File: src/rtl/cfg_port_pkg.sv
package cfg_port_pkg;
   // register map constants
   localparam int NUM_ADDR  = 32;
   localparam int NUM_ALT   = 2;
   localparam int NUM_REG   = NUM_ADDR + NUM_ALT;
   localparam int ALT_BASE  = 16;
   localparam int SEL_REG   = 5;
   localparam int SEL_BIT   = 7;
   localparam int NUM_STAT  = 5;
   localparam int STAT_IDX4 = 29;
   localparam int STAT_BASE = 24;
   localparam logic [NUM_ADDR-1:0] RO_MASK = 32'h2F00_0000;

   function automatic bit idx_mapped(int idx);
      return (idx >= 0) && (idx < NUM_ADDR);
   endfunction

   function automatic bit idx_ro(int idx);
      if (!idx_mapped(idx)) return 1'b0;
      return RO_MASK[idx[4:0]];
   endfunction

   function automatic int phys_of(int idx, bit sel);
      if (sel && (idx >= ALT_BASE) && (idx < ALT_BASE + NUM_ALT))
         return NUM_ADDR + (idx - ALT_BASE);
      return idx;
   endfunction

   function automatic int stat_slot(int idx);
      return (idx == STAT_IDX4) ? 4 : (idx - STAT_BASE);
   endfunction
endpackage

File: src/rtl/cfg_sync.sv
module cfg_sync #(
   parameter int               WIDTH   = 4,
   parameter int               STAGES  = 2,
   parameter logic [WIDTH-1:0] RST_VAL = '0
) (
   input  logic             clk,
   input  logic             rst_n,
   input  logic [WIDTH-1:0] d_async,
   output logic [WIDTH-1:0] q_sync
);
   generate
      for (genvar b = 0; b < WIDTH; b++) begin : g_bit
         logic [STAGES-1:0] chain;
         always_ff @(posedge clk or negedge rst_n) begin
            if (!rst_n) chain <= {STAGES{RST_VAL[b]}};
            else        chain <= {chain[STAGES-2:0], d_async[b]};
         end
         assign q_sync[b] = chain[STAGES-1];
      end
   endgenerate
endmodule

File: src/rtl/cfg_serial_fsm.sv
module cfg_serial_fsm #(
   parameter int ADDR_W   = 8,
   parameter int DATA_W   = 8,
   parameter int ADDR_IGN = 2,
   localparam int IDX_W   = ADDR_W - ADDR_IGN,
   localparam int SH_W    = (ADDR_W > DATA_W) ? ADDR_W : DATA_W,
   localparam int NBITS   = ADDR_W + DATA_W,
   localparam int CNT_W   = $clog2(NBITS + 1)
) (
   input  logic              clk,
   input  logic              rst_n,
   input  logic              cs_act,
   input  logic              sck_s,
   input  logic              sd_s,
   input  logic              rd_s,
   input  logic [DATA_W-1:0] rd_data,
   output logic [IDX_W-1:0]  rd_idx,
   output logic              wr_en,
   output logic [IDX_W-1:0]  wr_idx,
   output logic [DATA_W-1:0] wr_data,
   output logic              sd_o,
   output logic              sd_oe
);
   localparam logic [CNT_W-1:0] C_ADDR_LAST = CNT_W'(ADDR_W - 1);
   localparam logic [CNT_W-1:0] C_DATA_LAST = CNT_W'(NBITS - 1);
   localparam logic [CNT_W-1:0] C_DONE      = CNT_W'(NBITS);

   logic              sck_q;
   logic              sck_rise;
   logic [CNT_W-1:0]  cnt;
   logic [SH_W-2:0]   sh_in;
   logic [IDX_W-1:0]  idx_q;
   logic              rd_q;
   logic [DATA_W-1:0] tx;

   assign sck_rise = sck_s & ~sck_q;
   assign rd_idx   = sh_in[ADDR_W-2:ADDR_IGN-1];
   assign wr_data  = {sh_in[DATA_W-2:0], sd_s};
   assign wr_idx   = idx_q;
   assign wr_en    = cs_act & sck_rise & (cnt == C_DATA_LAST) & ~rd_q;
   assign sd_o     = tx[DATA_W-1];

   always_ff @(posedge clk or negedge rst_n) begin
      if (!rst_n) begin
         sck_q <= 1'b0;
         cnt   <= '0;
         sh_in <= '0;
         idx_q <= '0;
         rd_q  <= 1'b0;
         tx    <= '0;
         sd_oe <= 1'b0;
      end else begin
         sck_q <= sck_s;
         if (!cs_act) begin
            cnt   <= '0;
            rd_q  <= 1'b0;
            sd_oe <= 1'b0;
         end else if (sck_rise && cnt != C_DONE) begin
            cnt   <= cnt + 1'b1;
            sh_in <= {sh_in[SH_W-3:0], sd_s};
            if (cnt == C_ADDR_LAST) begin
               idx_q <= rd_idx;
               rd_q  <= rd_s;
               if (rd_s) begin
                  tx    <= rd_data;
                  sd_oe <= 1'b1;
               end
            end else if (cnt == C_DATA_LAST) begin
               sd_oe <= 1'b0;
            end else if (cnt > C_ADDR_LAST) begin
               tx <= {tx[DATA_W-2:0], 1'b0};
            end
         end
      end
   end

   a_r5_idle_clear: assert property (@(posedge clk) disable iff (!rst_n)
      !cs_act |=> (cnt == '0) && !sd_oe);
   a_r3_oe_window: assert property (@(posedge clk) disable iff (!rst_n)
      sd_oe |-> (cnt > C_ADDR_LAST) && (cnt <= C_DATA_LAST));
   a_r3_bit_hold: assert property (@(posedge clk) disable iff (!rst_n)
      (sd_oe && !sck_rise) |=> ($stable(sd_o) || !sd_oe));
   a_r4_read_no_commit: assert property (@(posedge clk) disable iff (!rst_n)
      sd_oe |-> !wr_en);
endmodule

File: src/rtl/cfg_reg_bank.sv
module cfg_reg_bank
   import cfg_port_pkg::*;
#(
   parameter int DATA_W = 8,
   parameter int IDX_W  = 6,
   localparam int PH_W  = $clog2(NUM_REG),
   localparam int ST_W  = $clog2(NUM_STAT)
) (
   input  logic                       clk,
   input  logic                       rst_n,
   input  logic                       wr_en,
   input  logic [IDX_W-1:0]           wr_idx,
   input  logic [DATA_W-1:0]          wr_data,
   input  logic [IDX_W-1:0]           rd_idx,
   output logic [DATA_W-1:0]          rd_data,
   input  logic [NUM_STAT*DATA_W-1:0] stat_in,
   output logic [NUM_REG*DATA_W-1:0]  cfg_out
);
   logic [NUM_REG-1:0][DATA_W-1:0]  regs;
   logic [NUM_STAT-1:0][DATA_W-1:0] stat_v;
   logic                            sel;
   logic [PH_W-1:0]                 wr_ph, rd_ph;
   logic [ST_W-1:0]                 rd_slot;
   logic                            wr_ok;

   assign stat_v  = stat_in;
   assign sel     = regs[SEL_REG][SEL_BIT];
   assign wr_ph   = PH_W'(phys_of(int'(wr_idx), sel));
   assign rd_ph   = PH_W'(phys_of(int'(rd_idx), sel));
   assign rd_slot = ST_W'(stat_slot(int'(rd_idx)));
   assign wr_ok   = wr_en && idx_mapped(int'(wr_idx)) && !idx_ro(int'(wr_idx));
   assign cfg_out = regs;

   always_comb begin
      if (!idx_mapped(int'(rd_idx)))  rd_data = '0;
      else if (idx_ro(int'(rd_idx)))  rd_data = stat_v[rd_slot];
      else                            rd_data = regs[rd_ph];
   end

   always_ff @(posedge clk or negedge rst_n) begin
      if (!rst_n)     regs <= '0;
      else if (wr_ok) regs[wr_ph] <= wr_data;
   end

   a_r1_write_lands: assert property (@(posedge clk) disable iff (!rst_n)
      wr_ok |=> regs[$past(wr_ph)] == $past(wr_data));
   a_r7_ro_ignored: assert property (@(posedge clk) disable iff (!rst_n)
      (wr_en && idx_ro(int'(wr_idx))) |=> regs == $past(regs));
   a_r9_unmapped_ignored: assert property (@(posedge clk) disable iff (!rst_n)
      (wr_en && !idx_mapped(int'(wr_idx))) |=> regs == $past(regs));
   a_r6_alt_routing: assert property (@(posedge clk) disable iff (!rst_n)
      (wr_en && sel && int'(wr_idx) == ALT_BASE) |=>
         regs[ALT_BASE] == $past(regs[ALT_BASE]));
endmodule

File: src/rtl/cfg_serial_port.sv
module cfg_serial_port
   import cfg_port_pkg::*;
#(
   parameter int ADDR_W      = 8,
   parameter int DATA_W      = 8,
   parameter int ADDR_IGN    = 2,
   parameter int SYNC_STAGES = 2,
   localparam int IDX_W      = ADDR_W - ADDR_IGN
) (
   input  logic                       clk,
   input  logic                       rst_n,
   input  logic                       ss_n,
   input  logic                       sck,
   input  logic                       rd_wr,
   input  logic                       sd_i,
   output logic                       sd_o,
   output logic                       sd_oe,
   input  logic [NUM_STAT*DATA_W-1:0] stat_in,
   output logic [NUM_REG*DATA_W-1:0]  cfg_out
);
   generate
      if (SYNC_STAGES < 2) begin : g_bad_sync
         $error("SYNC_STAGES must be at least 2");
      end
      if (ADDR_IGN < 1) begin : g_bad_ign
         $error("ADDR_IGN must be at least 1");
      end
      if ((1 << IDX_W) < NUM_ADDR) begin : g_bad_idx
         $error("address too narrow for the register map");
      end
      if (DATA_W <= SEL_BIT) begin : g_bad_dw
         $error("DATA_W too narrow for the copy select bit");
      end
   endgenerate

   logic [3:0]        sync_q;
   logic              ss_s, sck_s, sd_s, rd_s;
   logic [IDX_W-1:0]  rd_idx, wr_idx;
   logic [DATA_W-1:0] rd_data, wr_data;
   logic              wr_en;

   cfg_sync #(.WIDTH(4), .STAGES(SYNC_STAGES), .RST_VAL(4'b1000)) u_sync (
      .clk     (clk),
      .rst_n   (rst_n),
      .d_async ({ss_n, sck, sd_i, rd_wr}),
      .q_sync  (sync_q)
   );
   assign {ss_s, sck_s, sd_s, rd_s} = sync_q;

   cfg_serial_fsm #(.ADDR_W(ADDR_W), .DATA_W(DATA_W), .ADDR_IGN(ADDR_IGN)) u_fsm (
      .clk     (clk),
      .rst_n   (rst_n),
      .cs_act  (~ss_s),
      .sck_s   (sck_s),
      .sd_s    (sd_s),
      .rd_s    (rd_s),
      .rd_data (rd_data),
      .rd_idx  (rd_idx),
      .wr_en   (wr_en),
      .wr_idx  (wr_idx),
      .wr_data (wr_data),
      .sd_o    (sd_o),
      .sd_oe   (sd_oe)
   );

   cfg_reg_bank #(.DATA_W(DATA_W), .IDX_W(IDX_W)) u_bank (
      .clk     (clk),
      .rst_n   (rst_n),
      .wr_en   (wr_en),
      .wr_idx  (wr_idx),
      .wr_data (wr_data),
      .rd_idx  (rd_idx),
      .rd_data (rd_data),
      .stat_in (stat_in),
      .cfg_out (cfg_out)
   );

   a_r5_release_on_deselect: assert property (@(posedge clk) disable iff (!rst_n)
      ss_s |=> !sd_oe);
endmodule

File: config.mk
export PLATFORM = sky130hd
export DESIGN_NAME = cfg_serial_port
export DESIGN_NICKNAME = d
export VERILOG_FILES = /design/src/rtl/cfg_port_pkg.sv /design/src/rtl/cfg_sync.sv /design/src/rtl/cfg_serial_fsm.sv /design/src/rtl/cfg_reg_bank.sv /design/src/rtl/cfg_serial_port.sv
export SDC_FILE = /design/constraint.sdc
export NUM_CORES = 1
export LEC_CHECK = 0
export BUFFER_PORTS_ARGS = -buffer_cell sky130_fd_sc_hd__buf_4
export CAP_MARGIN = 20
export CORE_MARGIN = 8
export CORE_UTILIZATION = 59
export CTS_CLUSTER_DIAMETER = 40
export CTS_CLUSTER_SIZE = 30
export DETAILED_ROUTE_END_ITERATION = 12
export PLACE_DENSITY = 0.93
export SYNTH_ARGS = -nofsm -noshare
export SYNTH_HDL_FRONTEND = slang
export SYNTH_SLANG_ARGS = --single-unit
File: constraint.sdc
create_clock -name clk -period 5.35 [get_ports clk]
set_input_delay 1.605 -clock clk [delete_from_list [all_inputs] [get_ports clk]]
set_output_delay 1.605 -clock clk [all_outputs]
set_load 0.05 [all_outputs]
* After elaboration in Yosys (flattened, before gate mapping) *
Memories as Yosys holds them, arrays and structs flattened.
Cells that the tools add are included.

operators by class
  $add $sub $neg = 6
  order comparisons = 13
  equality and inequality tests = 7
  muxes and demuxes = 36
  bitwise gates (word level) = 7
  reductions and logical operators = 18

operator list
  cell                                                                count
  bitwise mux 272 bit                                                 1
  two-way mux 8 bit                                                   9
  binary-select mux 8 bit (select 6 bit)                              1
  demux 8 bit (select 6 bit)                                          1
  binary-select mux 8 bit (select 3 bit)                              1
  two-way mux 6 bit                                                   4
  two-way mux 1 bit                                                   16
  < comparator 6 x 7 -> 1 bit (second input constant)                 2
  adder 6 bit (first input constant)                                  2
  greater-or-equal comparator 6 x 5 -> 1 bit (second input constant)  2
  < comparator 5 x 6 -> 1 bit (second input constant)                 2
  < comparator 6 x 5 -> 1 bit (second input constant)                 2
  < comparator 6 bit (second input constant)                          2
  subtractor 6 x 5 -> 6 bit (second input constant)                   2
  two-way mux 5 bit                                                   2
  logical AND 1 bit                                                   8
  == test 6 bit (second input constant)                               1
  greater-or-equal comparator 6 x 1 -> 1 bit (second input constant)  1
  AND reduction 3 bit                                                 2
  nonzero test 2 bit                                                  3
  adder 5 x 1 -> 5 bit (second input constant)                        1
  == test 5 x 3 -> 1 bit (second input constant)                      1
  == test 5 x 4 -> 1 bit (second input constant)                      1
  greater-than comparator 5 x 3 -> 1 bit (second input constant)      1
  other kinds (13)                                                    19

storage, ports and cells
  flip-flop bits (word level) = 309
  ROM bits = 64
  input port bits = 46
  memories kept = 2

memory list
  memory           words  width  rd ports  clocked after Yosys merged registers in  write ports  RTL line            source
  (no name shown)  32     1      1         0                                        0            cfg_port_pkg.sv:20  return RO_MASK[idx[4:0]];
  (no name shown)  32     1      1         0                                        0            cfg_port_pkg.sv:20

* Depth between registers and ports, before layout *
  word-level depth = 11
  depth in mapped cells = 9

* Cells and area by module *
A second synthesis with hierarchy kept.

unflattened totals
  cells, all modules = 1034
  area, all modules = 14619.0 um^2

by module, submodules not included
  module           times used  cells an instance  area each (um^2)  sequential area each (um^2)
  cfg_reg_bank     1           896                12982.5           6806.5
  cfg_serial_fsm   1           125                1400.1            725.7
  cfg_sync         1           12                 232.7             202.7
  cfg_serial_port  1           1                  3.8               0.0

* Worst setup path after synthesis *
OpenSTA, ideal clock, no wires.

  path kind = input-to-reg
  start point = in stat_in[28]
  end point = reg u_fsm.tx[4]
  library setup time = 0.138 ns
  arrival time = 2.650 ns
  setup slack = 2.562 ns
  cell stages on the path = 4
  cells stage by stage = mux4_2 -> a221o_1 -> a221oi_1 -> a221oi_1

on the way
  word-level cells in the longest chain between the ends = 6

RTL lines
  item                                     RTL line               source
  start: declaration                       cfg_serial_port.sv:18  input logic [NUM_STAT*DATA_W-1:0] stat_in,
  binary-select mux 8 bit (select 3 bit)   cfg_reg_bank.sv:36     else if (idx_ro(int'(rd_idx))) rd_data = stat_v[rd_slot];
  two-way mux 8 bit (implied by the code)  cfg_reg_bank.sv:36
  two-way mux 8 bit                        cfg_reg_bank.sv:36
  two-way mux 8 bit                        cfg_reg_bank.sv:35     if (!idx_mapped(int'(rd_idx))) rd_data = '0;
  two-way mux 8 bit                        cfg_serial_fsm.sv:64   if (rd_s) begin
  two-way mux 8 bit                        cfg_serial_fsm.sv:61   if (cnt == C_ADDR_LAST) begin
  end signal: assignment                   cfg_serial_fsm.sv:65   tx <= rd_data;
  end signal: assignment                   cfg_serial_fsm.sv:71   tx <= {tx[DATA_W-2:0], 1'b0};
  end: declaration                         cfg_serial_fsm.sv:34   logic [DATA_W-1:0] tx;

No other way between the ends. The select of a mux whose other input is x is not followed.
A chain may end at the register's enable or synchronous reset.

* Worst setup path in the final report *
  start point = reg u_fsm.sh_in[3]
  end point = reg u_fsm.tx[7]

on the way
  word-level cells in the longest chain between the ends = 11
  elaborated cells on any way between the ends = 25

RTL lines
  item                                                               RTL line              source
  start: declaration                                                 cfg_serial_fsm.sv:31  logic [SH_W-2:0] sh_in;
  start signal: assignment                                           cfg_serial_fsm.sv:60  sh_in <= {sh_in[SH_W-3:0], sd_s};
  branches (longest 8 deep; another with subtractor 6 x 5 -> 6 bit)  n/a
  two-way mux 8 bit (*)                                              cfg_reg_bank.sv:35
  two-way mux 8 bit (*)                                              cfg_serial_fsm.sv:64
  two-way mux 8 bit (*)                                              cfg_serial_fsm.sv:61

Every way passes the cells marked *. The select of a mux whose other input is x is not followed.

==> summary.md <==
| Metric | Value |
|---|---|
| Peak Freq | `0.256 GHz` |
| Synth Register Bits | `309` |
| Final setup violation count | `0` |
| Clock Pin Slew Worst Setup and Hold Paths | `0.06 ns` |
| Rows | `58` |
| Largest family of logic cells by synthesized area | `multiplexers` |
| CTS Sinks | `309` |
| Mapped Cells | `1004` |
| Detailed Route WL | `47.2 mm` |
| Detailed Place HPWL | `32.5 mm` |
| # nets final | `1370` |
| Root buffer cell | `clkbuf_16` |
| Clock Skew | `0.0272 ns` |
| Initial DRC Count | `1180` |
| Syn avg cell area | `14.7 sq um` |
| Vias per inst | `6.45` |
| CTS H-tree depth | `2` |
| Reg-to-reg endpoint | `u_fsm.tx[7]` |
| Core Footprint | `24900 sq um` |
| Share of cells above drive strength 1 | `58.6%` |
| CTS buffer count | `40` |
| Critical Path Start | `u_fsm.sh_in[3]` |
| Measured slew at the worst slew-check pin | `1.20 ns` |
| Flop2flop setup slack | `1.44 ns` |
| Gr ovfl total | `0` |
| First-pass GRT wire length | `71.7 mm` |
| Post-synth cell types | `65` |
| Chip height | `174 um` |
| Initial Util | `59.5%` |
| CTS tree | `built` |
| Final ANT Viol Nets | `0` |
| Max-slew violation count | `0` |
| Routed WL per cell | `28.2 um` |
| Global placement routability congestion | `0.916` |
| RSZ-0062 raised after global routing | `false` |
| Area contributors post-synth | `dfrtp_1 (52%), mux2_2 (21%), mux4_2 (9.9%)` |
| Final hold violations | `0` |
| WP data arrival | `4.29 ns` |
| Status | `completed` |
| DRC Markers | `0` |
| DIE AREA | `30400 sq um` |
| # resized after CTS | `0` |
| Synth area leader | `dfrtp_1` |
| R2R Path Start | `u_fsm.sh_in[3]` |
| Ys async rst share | `100%` |
| Vias | `10800` |
| Area growth, synth to finish | `27.3%` |
| Total track usage | `30.5%` |
| Critical-path maximum fanout | `32` |
| Initial antenna violation count | `0` |
| Post-synth top area share | `51.9%` |
| Crit path launch type | `flop` |
| Fin util | `75.7%` |
| Lkg Pwr | `9.56 nW` |
| Vias in the first global route | `11400` |
| Slew margin rel. | `20.1%` |
| PwrDens | `329 nW/um^2` |
| Syn Std Cell Area | `14800 sq um` |
| Clk buf depth | `3` |
| Post-CTS Hold Buffers | `0` |
| Setup TNS | `0 ns` |
| Antenna Diode Count | `0` |
| # IOs | `320` |
| Adder-Cell Fraction of Synth Area | `0.592%` |
| I/O Buffers | `319` |
| Simple-Gate Fraction of Synth Area | `5.52%` |
| Setup crit end kind | `flop` |
| Sequential fraction of the synthesis area | `52.2%` |
| Tcrit/Tclk final | `73.0%` |
| XOR/XNOR Fraction of Synth Area | `0.118%` |
| Hold Path Class | `flop to flop` |
| Die Wd | `174 um` |
| WS Path Type | `flop to flop` |
| Max Cap Violations | `0` |
| Synth Area in Compound Gates | `5.58%` |
| Critical path required time | `5.73 ns` |
| Pin count of the biggest net entering global routing | `109` |
| Synth warnings | `0` |
| Syn Nets | `1057` |
| Mux cell area share after synthesis | `33.5%` |
| Min Tclk post-route | `3.91 ns` |
| Top FF cell, synth | `dfrtp_1` |
| Worst setup path endpoint | `u_fsm.tx[7]` |
| Post-synth EDFFs | `0` |
| Clock Latency Late Sink | `0.53 ns` |
| Setup Buffers After CTS | `0` |
| Register-to-Register Path Depth | `5` |
| Peak VDD IR | `0.273 mV` |
| Fill count | `1488` |
| DR pass1 iterations | `7` |
==> placed cells by master (no fill, tap or decap), types with 15 or more instances in the layout <==
cell	count
nand2_1	38
buf_4	335
dfrtp_1	305
nor2_1	15
mux2i_1	24
a221oi_1	17
a22oi_1	24
mux2_2	276
mux4_2	65
clkbuf_16	41
==> Yosys cell counts (4+ instances only) <==
cell type,instances
nand3_1,4
mux2i_1,24
buf_4,6
mux2_2,276
a21oi_1,7
nor2b_1,10
nand2b_1,5
nand2_1,38
mux4_1,5
nor2_2,8
ha_1,7
o31ai_1,14
buf_2,14
nor2_8,4
mux4_2,65
and3_1,5
nand2_2,8
a211oi_1,9
o21ai_0,10
and2_1,9
a22o_1,4
clkbuf_1,40
nor2_1,15
nor3_1,4
a22oi_1,24
a221oi_1,17
dfrtp_1,307
inv_1,10
==> routing by layer <==
layer / wire, um / vias up / part of all wire (%) / global-route usage, %
li1: - / 4445 / - / -
met4: 1990 / 0 / 4.2 / 12.8
met5: 0 / - / 0 / 0
met2: 22700 / 639 / 48 / 48.3
met3: 4680 / 130 / 9.9 / 8.72
met1: 17800 / 5611 / 38 / 39.0
==> sequential cells by signal, indices dropped and copies added (netlist names) <==
signal / flops
u_bank.cfg_out: 272
u_fsm.tx: 8
u_sync.g_bit.chain: 8
u_fsm.sh_in: 7
u_fsm.wr_idx: 6
u_fsm.cnt: 5
u_fsm.rd_q: 1
u_fsm.sck_q: 1
u_fsm.sd_oe: 1
==> cells by family after synthesis <==
logic type                 Yosys count
buffers and inverters               77
muxes                              371
DFF                                309
AOI/OAI and AO/OA                  105
and+or+nand+nor                    133
adders and majority gates            7
xor gates and xnor gates             2
==> worst min path at each step <==
stage	from	end	cells after the start
after floorplan	u_sync.g_bit[0].chain[0]	u_sync.g_bit[0].chain[1]	0
after global placement	u_sync.g_bit[1].chain[0]	u_sync.g_bit[1].chain[1]	0
after detailed placement	u_sync.g_bit[1].chain[0]	u_sync.g_bit[1].chain[1]	0
after CTS	u_sync.g_bit[1].chain[0]	u_sync.g_bit[1].chain[1]	0
after global routing	u_sync.g_bit[1].chain[0]	u_sync.g_bit[1].chain[1]	0
final	u_sync.g_bit[1].chain[0]	u_sync.g_bit[1].chain[1]	0
==> report_power, final <==
group          internal [W]  switching [W]  total [W]  leakage, nW
Clock               0.00170        0.00109    0.00279        0.690
Combinational      0.000316       0.000504   0.000820         4.62
Sequential          0.00236       0.000226    0.00258         4.25
==> layout make-up <==
cell class	count	area, sq um	area share (%)
Sequential cell	309	7740	41.1
Multi-Input combinational cell	618	6710	35.6
Timing Repair Buffer	337	2550	13.5
Clock buffer	48	1100	5.85
Tap cell	330	413	2.19
Clock inverter	24	299	1.59
Inverter	11	41.3	0.219
==> critical path: stages (launching register included) <==
cell and delay, ns:
dfrtp_1 1.14, clkinv_1 0.98, o31ai_4 0.69, mux4_2 0.41, a221oi_1 0.41, o31ai_1 0.14
==> through the flow <==
stage | instances | hold WS, ns | cell area [sq um] | power (W) | worst slack [ns]
after floorplan | 1004 | 0.331 | 14800 | 0.00313 | 2.56
after global placement | 1605 | 0.334 | 17500 | 0.00339 | 1.88
after detailed placement | 1605 | 0.337 | 17500 | 0.00342 | 1.64
after CTS | 1677 | 0.350 | 18900 | 0.00620 | 1.51
after global routing | 1677 | 0.363 | 18900 | 0.00637 | 1.35
final | 1677 | 0.347 | 18900 | 0.00620 | 1.44
Power figures use the tool's default switching activity.
